[config.mk]
export PLATFORM = sky130hd
export DESIGN_NAME = evtcnt_pair
export DESIGN_NICKNAME = d
export VERILOG_FILES = /design/src/rtl/evtcnt_pkg.sv /design/src/rtl/evt_sync.sv /design/src/rtl/evt_prescaler.sv /design/src/rtl/evt_half.sv /design/src/rtl/evtcnt_pair.sv
export SDC_FILE = /design/constraint.sdc
export NUM_CORES = 1
export LEC_CHECK = 0
export CELL_PAD_IN_SITES_DETAIL_PLACEMENT = 2
export CELL_PAD_IN_SITES_GLOBAL_PLACEMENT = 2
export CORE_MARGIN = 5
export CORE_UTILIZATION = 30
export DETAILED_ROUTE_END_ITERATION = 7
export PLACE_DENSITY = 0.78
export SETUP_SLACK_MARGIN = 0.4
export SLEW_MARGIN = 5
export SYNTH_ARGS = -nofsm -noshare
export SYNTH_HDL_FRONTEND = slang
export SYNTH_SLANG_ARGS = --single-unit
[constraint.sdc]
create_clock -name clk -period 2.3 [get_ports clk]
set_input_delay 0.46 -clock clk [delete_from_list [all_inputs] [get_ports clk]]
set_output_delay 0.46 -clock clk [all_outputs]
set_load 0.05 [all_outputs]
[src/rtl/evtcnt_pkg.sv]
package evtcnt_pkg;
  localparam int unsigned SEL_W   = 3;
  localparam int unsigned NUM_DIV = 3;

  typedef enum logic [SEL_W-1:0] {
    SRC_PIN   = 3'd0,
    SRC_DIV2  = 3'd1,
    SRC_DIV4  = 3'd2,
    SRC_DIV8  = 3'd3,
    SRC_CHAIN = 3'd4
  } src_sel_e;

  typedef enum logic [1:0] {
    RA_LOW  = 2'd0,
    RA_HIGH = 2'd1,
    RA_SNAP = 2'd2,
    RA_NONE = 2'd3
  } rd_addr_e;
endpackage

[src/rtl/evt_sync.sv]
module evt_sync #(
  parameter int unsigned STAGES = 2
) (
  input  logic clk,
  input  logic rst_n,
  input  logic pin_i,
  output logic rise_o
);
  localparam int unsigned SH_W = STAGES + 1;

  logic [SH_W-1:0] sh_q, sh_d;

  always_comb begin
    sh_d = {sh_q[SH_W-2:0], pin_i};
  end

  always_ff @(posedge clk or negedge rst_n) begin
    if (!rst_n) sh_q <= '0;
    else        sh_q <= sh_d;
  end

  assign rise_o = sh_q[STAGES-1] & ~sh_q[STAGES];

  // one detected edge lasts exactly one cycle
  a_r3_single_pulse: assert property (@(posedge clk) disable iff (!rst_n)
    rise_o |=> !rise_o);
endmodule

[src/rtl/evt_prescaler.sv]
module evt_prescaler #(
  parameter int unsigned PRE_W = evtcnt_pkg::NUM_DIV
) (
  input  logic             clk,
  input  logic             rst_n,
  output logic [PRE_W-1:0] tick_o
);
  logic [PRE_W-1:0] pre_q, pre_d;

  always_comb begin
    pre_d = pre_q + 1'b1;
  end

  always_ff @(posedge clk or negedge rst_n) begin
    if (!rst_n) pre_q <= '0;
    else        pre_q <= pre_d;
  end

  for (genvar i = 0; i < PRE_W; i++) begin : g_tick
    assign tick_o[i] = &pre_q[i:0];
  end

  // the fastest tick alternates, the slowest never repeats back to back
  a_r4_div2_alternates: assert property (@(posedge clk) disable iff (!rst_n)
    tick_o[0] |=> !tick_o[0]);
  a_r4_slow_spaced: assert property (@(posedge clk) disable iff (!rst_n)
    tick_o[PRE_W-1] |=> !tick_o[PRE_W-1]);
endmodule

[src/rtl/evt_half.sv]
module evt_half
  import evtcnt_pkg::*;
#(
  parameter int unsigned W     = 8,
  parameter bit          CHAIN = 1'b0
) (
  input  logic               clk,
  input  logic               rst_n,
  input  logic               run_i,
  input  logic [SEL_W-1:0]   sel_i,
  input  logic               pin_rise_i,
  input  logic [NUM_DIV-1:0] div_tick_i,
  input  logic               chain_i,
  output logic [W-1:0]       cnt_o,
  output logic               ovf_o
);
  localparam logic [W-1:0] CNT_MAX = {W{1'b1}};

  logic [W-1:0] cnt_q, cnt_d;
  logic         src_hit;
  logic         inc;
  logic         bad_code;

  always_comb begin
    case (src_sel_e'(sel_i))
      SRC_PIN:   src_hit = pin_rise_i;
      SRC_DIV2:  src_hit = div_tick_i[0];
      SRC_DIV4:  src_hit = div_tick_i[1];
      SRC_DIV8:  src_hit = div_tick_i[2];
      SRC_CHAIN: src_hit = CHAIN & chain_i;
      default:   src_hit = 1'b0;
    endcase
  end

  assign inc = run_i & src_hit;

  always_comb begin
    cnt_d = cnt_q;
    if (!run_i)   cnt_d = '0;
    else if (inc) cnt_d = cnt_q + 1'b1;
  end

  always_ff @(posedge clk or negedge rst_n) begin
    if (!rst_n) cnt_q <= '0;
    else        cnt_q <= cnt_d;
  end

  assign cnt_o = cnt_q;
  assign ovf_o = inc & (cnt_q == CNT_MAX);

  assign bad_code = (sel_i > SEL_W'(SRC_CHAIN)) ||
                    (!CHAIN && sel_i == SEL_W'(SRC_CHAIN));

  // run low forces zero
  a_r2_clear_zero: assert property (@(posedge clk) disable iff (!rst_n)
    !run_i |=> cnt_o == '0);
  // overflow is followed by zero
  a_r7_wrap_to_zero: assert property (@(posedge clk) disable iff (!rst_n)
    ovf_o |=> cnt_o == '0);
  // a running half moves by at most one
  a_r7_single_step: assert property (@(posedge clk) disable iff (!rst_n)
    run_i |=> (cnt_o == $past(cnt_o) || cnt_o == $past(cnt_o) + 1'b1));
  // unused code holds the count
  a_r6_bad_code_holds: assert property (@(posedge clk) disable iff (!rst_n)
    (run_i && bad_code) |=> cnt_o == $past(cnt_o));
endmodule

[src/rtl/evtcnt_pair.sv]
module evtcnt_pair
  import evtcnt_pkg::*;
#(
  parameter int unsigned CNT_W       = 8,
  parameter int unsigned SYNC_STAGES = 2
) (
  input  logic             clk,
  input  logic             rst_n,
  input  logic             lo_evt_i,
  input  logic             hi_evt_i,
  input  logic             lo_run_i,
  input  logic             hi_run_i,
  input  logic [2:0]       lo_sel_i,
  input  logic [2:0]       hi_sel_i,
  input  logic             rd_en_i,
  input  logic [1:0]       rd_addr_i,
  output logic [CNT_W-1:0] rd_data_o,
  output logic [CNT_W-1:0] lo_count_o,
  output logic [CNT_W-1:0] hi_count_o
);
  localparam int unsigned NPIN = 2;

  logic [NPIN-1:0]    pins;
  logic [NPIN-1:0]    rises;
  logic [NUM_DIV-1:0] ticks;
  logic               lo_ovf;
  logic               hi_ovf_unused;
  logic [CNT_W-1:0]   lo_cnt, hi_cnt;
  logic [CNT_W-1:0]   snap_q, snap_d;
  logic               snap_en;

  assign pins = {hi_evt_i, lo_evt_i};

  for (genvar p = 0; p < NPIN; p++) begin : g_sync
    evt_sync #(.STAGES(SYNC_STAGES)) i_sync (
      .clk    (clk),
      .rst_n  (rst_n),
      .pin_i  (pins[p]),
      .rise_o (rises[p])
    );
  end

  evt_prescaler #(.PRE_W(NUM_DIV)) i_pre (
    .clk    (clk),
    .rst_n  (rst_n),
    .tick_o (ticks)
  );

  evt_half #(.W(CNT_W), .CHAIN(1'b0)) i_lo (
    .clk        (clk),
    .rst_n      (rst_n),
    .run_i      (lo_run_i),
    .sel_i      (lo_sel_i),
    .pin_rise_i (rises[0]),
    .div_tick_i (ticks),
    .chain_i    (1'b0),
    .cnt_o      (lo_cnt),
    .ovf_o      (lo_ovf)
  );

  evt_half #(.W(CNT_W), .CHAIN(1'b1)) i_hi (
    .clk        (clk),
    .rst_n      (rst_n),
    .run_i      (hi_run_i),
    .sel_i      (hi_sel_i),
    .pin_rise_i (rises[1]),
    .div_tick_i (ticks),
    .chain_i    (lo_ovf),
    .cnt_o      (hi_cnt),
    .ovf_o      (hi_ovf_unused)
  );

  assign snap_en = rd_en_i && (rd_addr_i == 2'(RA_LOW));

  always_comb begin
    snap_d = snap_q;
    if (snap_en) snap_d = hi_cnt;
  end

  always_ff @(posedge clk or negedge rst_n) begin
    if (!rst_n) snap_q <= '0;
    else        snap_q <= snap_d;
  end

  always_comb begin
    case (rd_addr_e'(rd_addr_i))
      RA_LOW:  rd_data_o = lo_cnt;
      RA_HIGH: rd_data_o = hi_cnt;
      RA_SNAP: rd_data_o = snap_q;
      default: rd_data_o = '0;
    endcase
  end

  assign lo_count_o = lo_cnt;
  assign hi_count_o = hi_cnt;

  // high half follows the low wrap in cascade mode
  a_r5_chain_step: assert property (@(posedge clk) disable iff (!rst_n)
    (hi_run_i && hi_sel_i == 3'(SRC_CHAIN) && lo_ovf) |=> hi_count_o == $past(hi_count_o) + 1'b1);
  // a low read captures the high byte
  a_r8_snapshot: assert property (@(posedge clk) disable iff (!rst_n)
    snap_en |=> snap_q == $past(hi_count_o));
  // address 3 reads zero
  a_r8_empty_addr: assert property (@(posedge clk) disable iff (!rst_n)
    rd_addr_i == 2'(RA_NONE) |-> rd_data_o == '0);
endmodule

# After elaboration in Yosys (flattened, before gate mapping)
# Index checks and enable logic that the tools add are counted.
classes:
  addsub: 3
  div_mod_pow: 0
  n_mux: 7
  bitwise: 7
  mul: 0
  n_reduce_logical: 6
  shift: 0
  n_eq_ne: 12
  order_cmp: 0
op_table:
  columns: ["cell", "count"]
  rows:
  - ["$mux 8", 4]
  - ["$pmux 8 s3", 1]
  - ["$add 8x1->8 const B", 2]
  - ["$eq 3x2->1 const B", 4]
  - ["$eq 8x8->1 const B", 1]
  - ["$eq 3x1->1 const B", 2]
  - ["$logic_not 3->1", 2]
  - ["$and 1x1->1", 5]
  - ["$pmux 1 s5", 1]
  - ["$ne 2x1->1 const B", 2]
  - ["$pmux 1 s4", 1]
  - ["$add 3x1->3 const B", 1]
  - ["$eq 3x3->1 const B", 1]
  - ["$reduce_and 3->1", 1]
  - ["$eq 2x1->1 const B", 1]
  - ["$eq 2x2->1 const B", 1]
  - ["$logic_not 2->1", 1]
  - ["$not 1->1", 2]
  - ["$reduce_and 2->1", 1]
  - ["$logic_and 1x1->1", 1]
word_totals:
  romBits: 0
  ramBits: 0
  memories: 0
  output_inout_bits: 24
  register_bits: 33
  latchBits: 0

# Longest topological paths before layout
logic_depth:
  depth_word: 9
  ltp_mapped: 8
  ltp_nobuf: 7

# Hierarchy
# From an unflattened synthesis, not the netlist that was laid out.
hier_totals:
  cells_unflattened: 164
  area_unflattened_um2: 1815.5
modules_own_cells:
  columns: ["mod", "area_per_inst_um2", "instances", "cells_per_inst", "seq_area_each_um2"]
  rows:
  - ["evt_half at i_hi", 530.5, 1, 58, 200.2]
  - ["evt_half at i_lo", 500.5, 1, 53, 200.2]
  - ["evtcnt_pair", 495.5, 1, 38, 200.2]
  - ["evt_sync", 88.8, 2, 4, 75.1]
  - ["evt_prescaler", 111.4, 1, 7, 75.1]

# Worst setup path after synthesis
# No wires, ideal clock.
synth_timing:
  path_type: "input -> output"
  startpoint: "input port rd_addr_i[1]"
  endpoint: "output port rd_data_o[0]"
  required_time_ns: 1.840
  arrival_time_ns: 2.120
  path_slack_ns: -0.280
  path_stages: 3
  cell_sequence: "clkbuf_1 mux2i_1 o21ai_0"
synth_via:
  elab_chain_cells: 2
  elab_cells_between_ends: 4
  cone_classes: "eq/ne (2); mux (1); reduce/logical (1)"
synth_rtl:
  columns: ["element", "line_no", "source"]
  rows:
  - ["start: declaration", "evtcnt_pair.sv:16", "input logic [1:0] rd_addr_i,"]
  - ["$eq 2x2->1, or another cell as far along", "evtcnt_pair.sv:86", "case (rd_addr_e'(rd_addr_i))"]
  - ["$pmux 8 s3 (*)", "evtcnt_pair.sv:86", null]
  - ["end: declaration", "evtcnt_pair.sv:17", "output logic [CNT_W-1:0] rd_data_o,"]
# Mark *: on every way between the ends. The rest lies on a longest branch, timed or not.

# Final worst setup path
layout_timing:
  startpoint: "register i_pre.pre_q[0]"
  endpoint: "register i_hi.cnt_q[7] (netlist: i_hi.cnt_o[7])"
layout_via:
  elab_chain_cells: 7
  elab_cells_between_ends: 8
  cone_classes: "eq/ne (1); mux (2); bitwise (3); reduce/logical (2)"
layout_rtl:
  columns: ["element", "line_no", "source"]
  rows:
  - ["start: declaration", "evt_prescaler.sv:8", "logic [PRE_W-1:0] pre_q, pre_d;"]
  - ["start signal: assignment", "evt_prescaler.sv:16", "else pre_q <= pre_d;"]
  - ["$reduce_and 3->1 or $reduce_and 2->1 (tied branches)", "evt_prescaler.sv:20", "assign tick_o[i] = &pre_q[i:0];"]
  - ["$pmux 1 s4", "evt_half.sv:25", "case (src_sel_e'(sel_i))"]
  - ["$and 1x1->1", "evt_half.sv:35", "assign inc = run_i & src_hit;"]
  - ["$and 1x1->1", "evt_half.sv:49", "assign ovf_o = inc & (cnt_q == CNT_MAX);"]
  - ["$pmux 1 s5 (*)", "evt_half.sv:25", null]
  - ["$and 1x1->1 (*)", "evt_half.sv:35", null]
  - ["$ne 2x1->1 (no line) (*)", null, null]
  - ["end signal: assignment", "evt_half.sv:45", "else cnt_q <= cnt_d;"]
  - ["end: declaration", "evt_half.sv:19", "logic [W-1:0] cnt_q, cnt_d;"]
# Marked as above.
# A chain may end at the register's enable or synchronous reset.

==> flow_summary.toml <==
[run_status]
outcome = "complete, no violations"

[clock_tree]
cts_buffer_depth = 2
cts_tree = "built"
htree_levels = 2
clock-sinks = 33
holdBufCountCts = 0
clkTransAtPathRegs_ns = 0.07
numCtsBuffers = 5
clk-insertion-delay-late_ns = 0.28
root_buffer = "clkbuf_8"

[setup_path]
critical_path.cell_chain = "ha_4, ha_4, mux2i_4, a221oi_4, buf_4, buf_6, a31oi_4, o31ai_1, a21oi_1"
cp.arrival_ns = 2.33
path_max_fanout = 6
startpoint = "i_pre.pre_q[0]"
worst_setup_path_end_kind = "flop"
critPathKind = "reg2reg"
crit_required_ns = 2.45
worst_setup_path_start_kind = "flop"
critPathMostFrequentCell = "ha_4"
slowest_delay_ns = 0.41
reg2reg_from = "i_pre.pre_q[0]"
crit_slowest_cell = "o31ai_1"

[yosys]
synth-edff-count = 0
synth-seq-cells = 33
ys_warn_count = 0
muxShareOfSynthArea = 0.121
synth-compound-area-share = 0.128
synth.avg_cell_area_um2 = 11.1
seq_area_frac_synth = 0.495
synthArstFlopShare = 1.00
synth_top_family_by_area = "simple AND/OR/NAND/NOR gates"
synth_xor_area_frac = 0.0368
ys_types = 32
syn_nets = 169
synthAdderAreaFrac = 0.0300
synthSimpleGateAreaFrac = 0.161
netlist_instances = 150
synth_area_mm2 = 0.00167
synth_ff_type = "dfrtp_1"

[global_route]
grt.total_usage = 0.182
antenna_found_initial = 0
grt_pass1_vias = 1781
overflow = 0
grt_max_degree = 34
grt_pass1_wl_um = 10000

[placed_design]
portBuffers = 38
dp_cells = 269
routabilityCongestion = 0.779
hpwlAfterDp_um = 4130

[final_layout]
syn_to_final_growth_pct = 72.7
final_nets = 236
diodes = 0
final_common_cell = "dfrtp_1"
finalNonFillerCells = 290
final_cell_mix = "dfrtp_1 (29), dlygate4sd2_1 (18), buf_4 (17)"
drive_above_1_share = 0.486

[pwr]
intPower_mw = 1.03
netSwitchingPower_mw = 0.345
vdd_drop_max_mv = 0.266
combPwrFrac = 0.143
p_seq_frac = 0.440
p_leak_nw = 1.33
power.density_mw_per_mm2 = 478
p_clk_frac = 0.417
power.share.switching = 0.250
power.total_mw = 1.38

[floorplan]
die_area_mm2 = 0.00715
core_mm2 = 0.00544
initial_core_util = 0.306
die_h_um = 84.5
die_w_um = 84.5
rows = 27
io_pins = 39

[sta]
period_needed_ns = 2.19
worstMarginPinSlew_ns = 0.503
maxSlewViolCount = 0
finalCritPeriodShare = 0.951
hold_ws_ns = 0.363
fmax_ghz = 0.457
finalSetupViolCount = 0
slew_headroom = 0.666
hold_violations = 0
fin_setup_tns_ns = 0
final.setup_skew_ns = 0.00415
grt_setup_unrepaired = "true"

[detailed_routing]
drtIter0Drc = 42
drc = 0
vias = 1516
drtAntennaViolNets = 0
drt-pass1-iter-count = 4
vias_per_cell = 5.23
wl_per_cell_um = 22.7
wirelength_um = 6600

[min_path]
min-delay-start = "g_sync[0].i_sync.sh_q[0]"
hp-class = "reg2reg"

[flow_run]
drv_cap = 0
[synth_stat cells (all sizes together), types with 3 or more instances]
master   n  area, um^2
ha       4        50.1
mux2i   10         100
clkbuf   3        11.3
nand4    3        18.8
dfrtp   33         826
and2     7        43.8
o31ai    6        45.0
o21ai   11        55.1
xnor2    5        43.8
nand3    5        25.0
nand2   11        41.3
inv      5        18.8
a21oi   10        50.1
or4      6        45.0
mux2     9         101
[metrics by stage]
step / instance area, um^2 / setup slack [ns] / utilization
3_3_place_gp: 2400 / -0.123 / 0.441
5_1_grt: 2880 / 0.0128 / 0.529
3_5_place_dp: 2400 / -0.241 / 0.441
4_1_cts: 2690 / 0.222 / 0.494
2_1_floorplan: 1760 / 0.288 / -
6_report: 2880 / 0.112 / 0.529
[logic make-up after synthesis]
family / count (synthesis)
fa+ha+maj: 4
compound gates: 31
xor+xnor: 7
buf+inv: 10
mux: 19
simple gates: 46
flops: 33
[repair_timing]
item | in CTS | in global routing
gates cloned | 1 | 0
setup endpoints to repair | 39 | 21
gates resized for setup | 50 | 34
buffers inserted | 7 | 5
pin swaps | 8 | 13
[area by class of cell]
type                    count  area [um^2]
multi-input cells         108         1130
flip-flops and latches     33          831
inverters                   5         18.8
fillers                   530         2560
well taps                  72         90.1
clock inverters             1         30.0
repair buffers             64          688
clock buffers               7         86.3
[final timing paths]
| kind | endpoint | slack (ns) | cells past startpoint |
|---|---|---|---|
| max | i_hi.cnt_o[7] | 0.11 | 9 |
| min | g_sync[0].i_sync.sh_q[1] | 0.36 | 0 |
| max reg2reg | i_hi.cnt_o[7] | 0.11 | 9 |
| min reg2reg | g_sync[0].i_sync.sh_q[1] | 0.36 | 0 |
| max in group asynchronous | i_hi.cnt_o[1] | 1.37 | 2 |
| min in group asynchronous | i_hi.cnt_o[6] | 0.60 | 2 |
[sequential cells by signal, indices dropped and copies added, names as in the netlist]
signal / count
snap_q: 8
i_hi.cnt_o: 8
g_sync.i_sync.sh_q: 6
i_pre.pre_q: 3
i_lo.cnt_o: 8
[critical path, delay by kind of cell (launching register included)]
kind                       cells  cell delay [ns]
AOI/OAI and AO/OA              4             0.99
adders and majority gates      2             0.30
buffers and inverters          2             0.26
DFF                            1             0.40
muxes                          1             0.09
[routing by layer]
| metal | global-route usage | wire length, um | vias up |
|---|---|---|---|
| met5 | 0 | 0 | - |
| met4 | 0.0432 | 138 | 0 |
| met3 | 0.0461 | 260 | 12 |
| met2 | 0.355 | 3760 | 40 |
| met1 | 0.194 | 2440 | 781 |
| li1 | - | - | 683 |
[power groups by stage]
stage | clock network [mW] | registers (mW) | logic (mW)
floorplan | 0 | 0.624 | 0.0610
global placement | 0 | 0.614 | 0.156
detailed placement | 0 | 0.616 | 0.165
CTS | 0.588 | 0.604 | 0.180
global route | 0.627 | 0.607 | 0.210
finish | 0.574 | 0.605 | 0.197
Note: power is estimated with default switching activity, not from simulation.
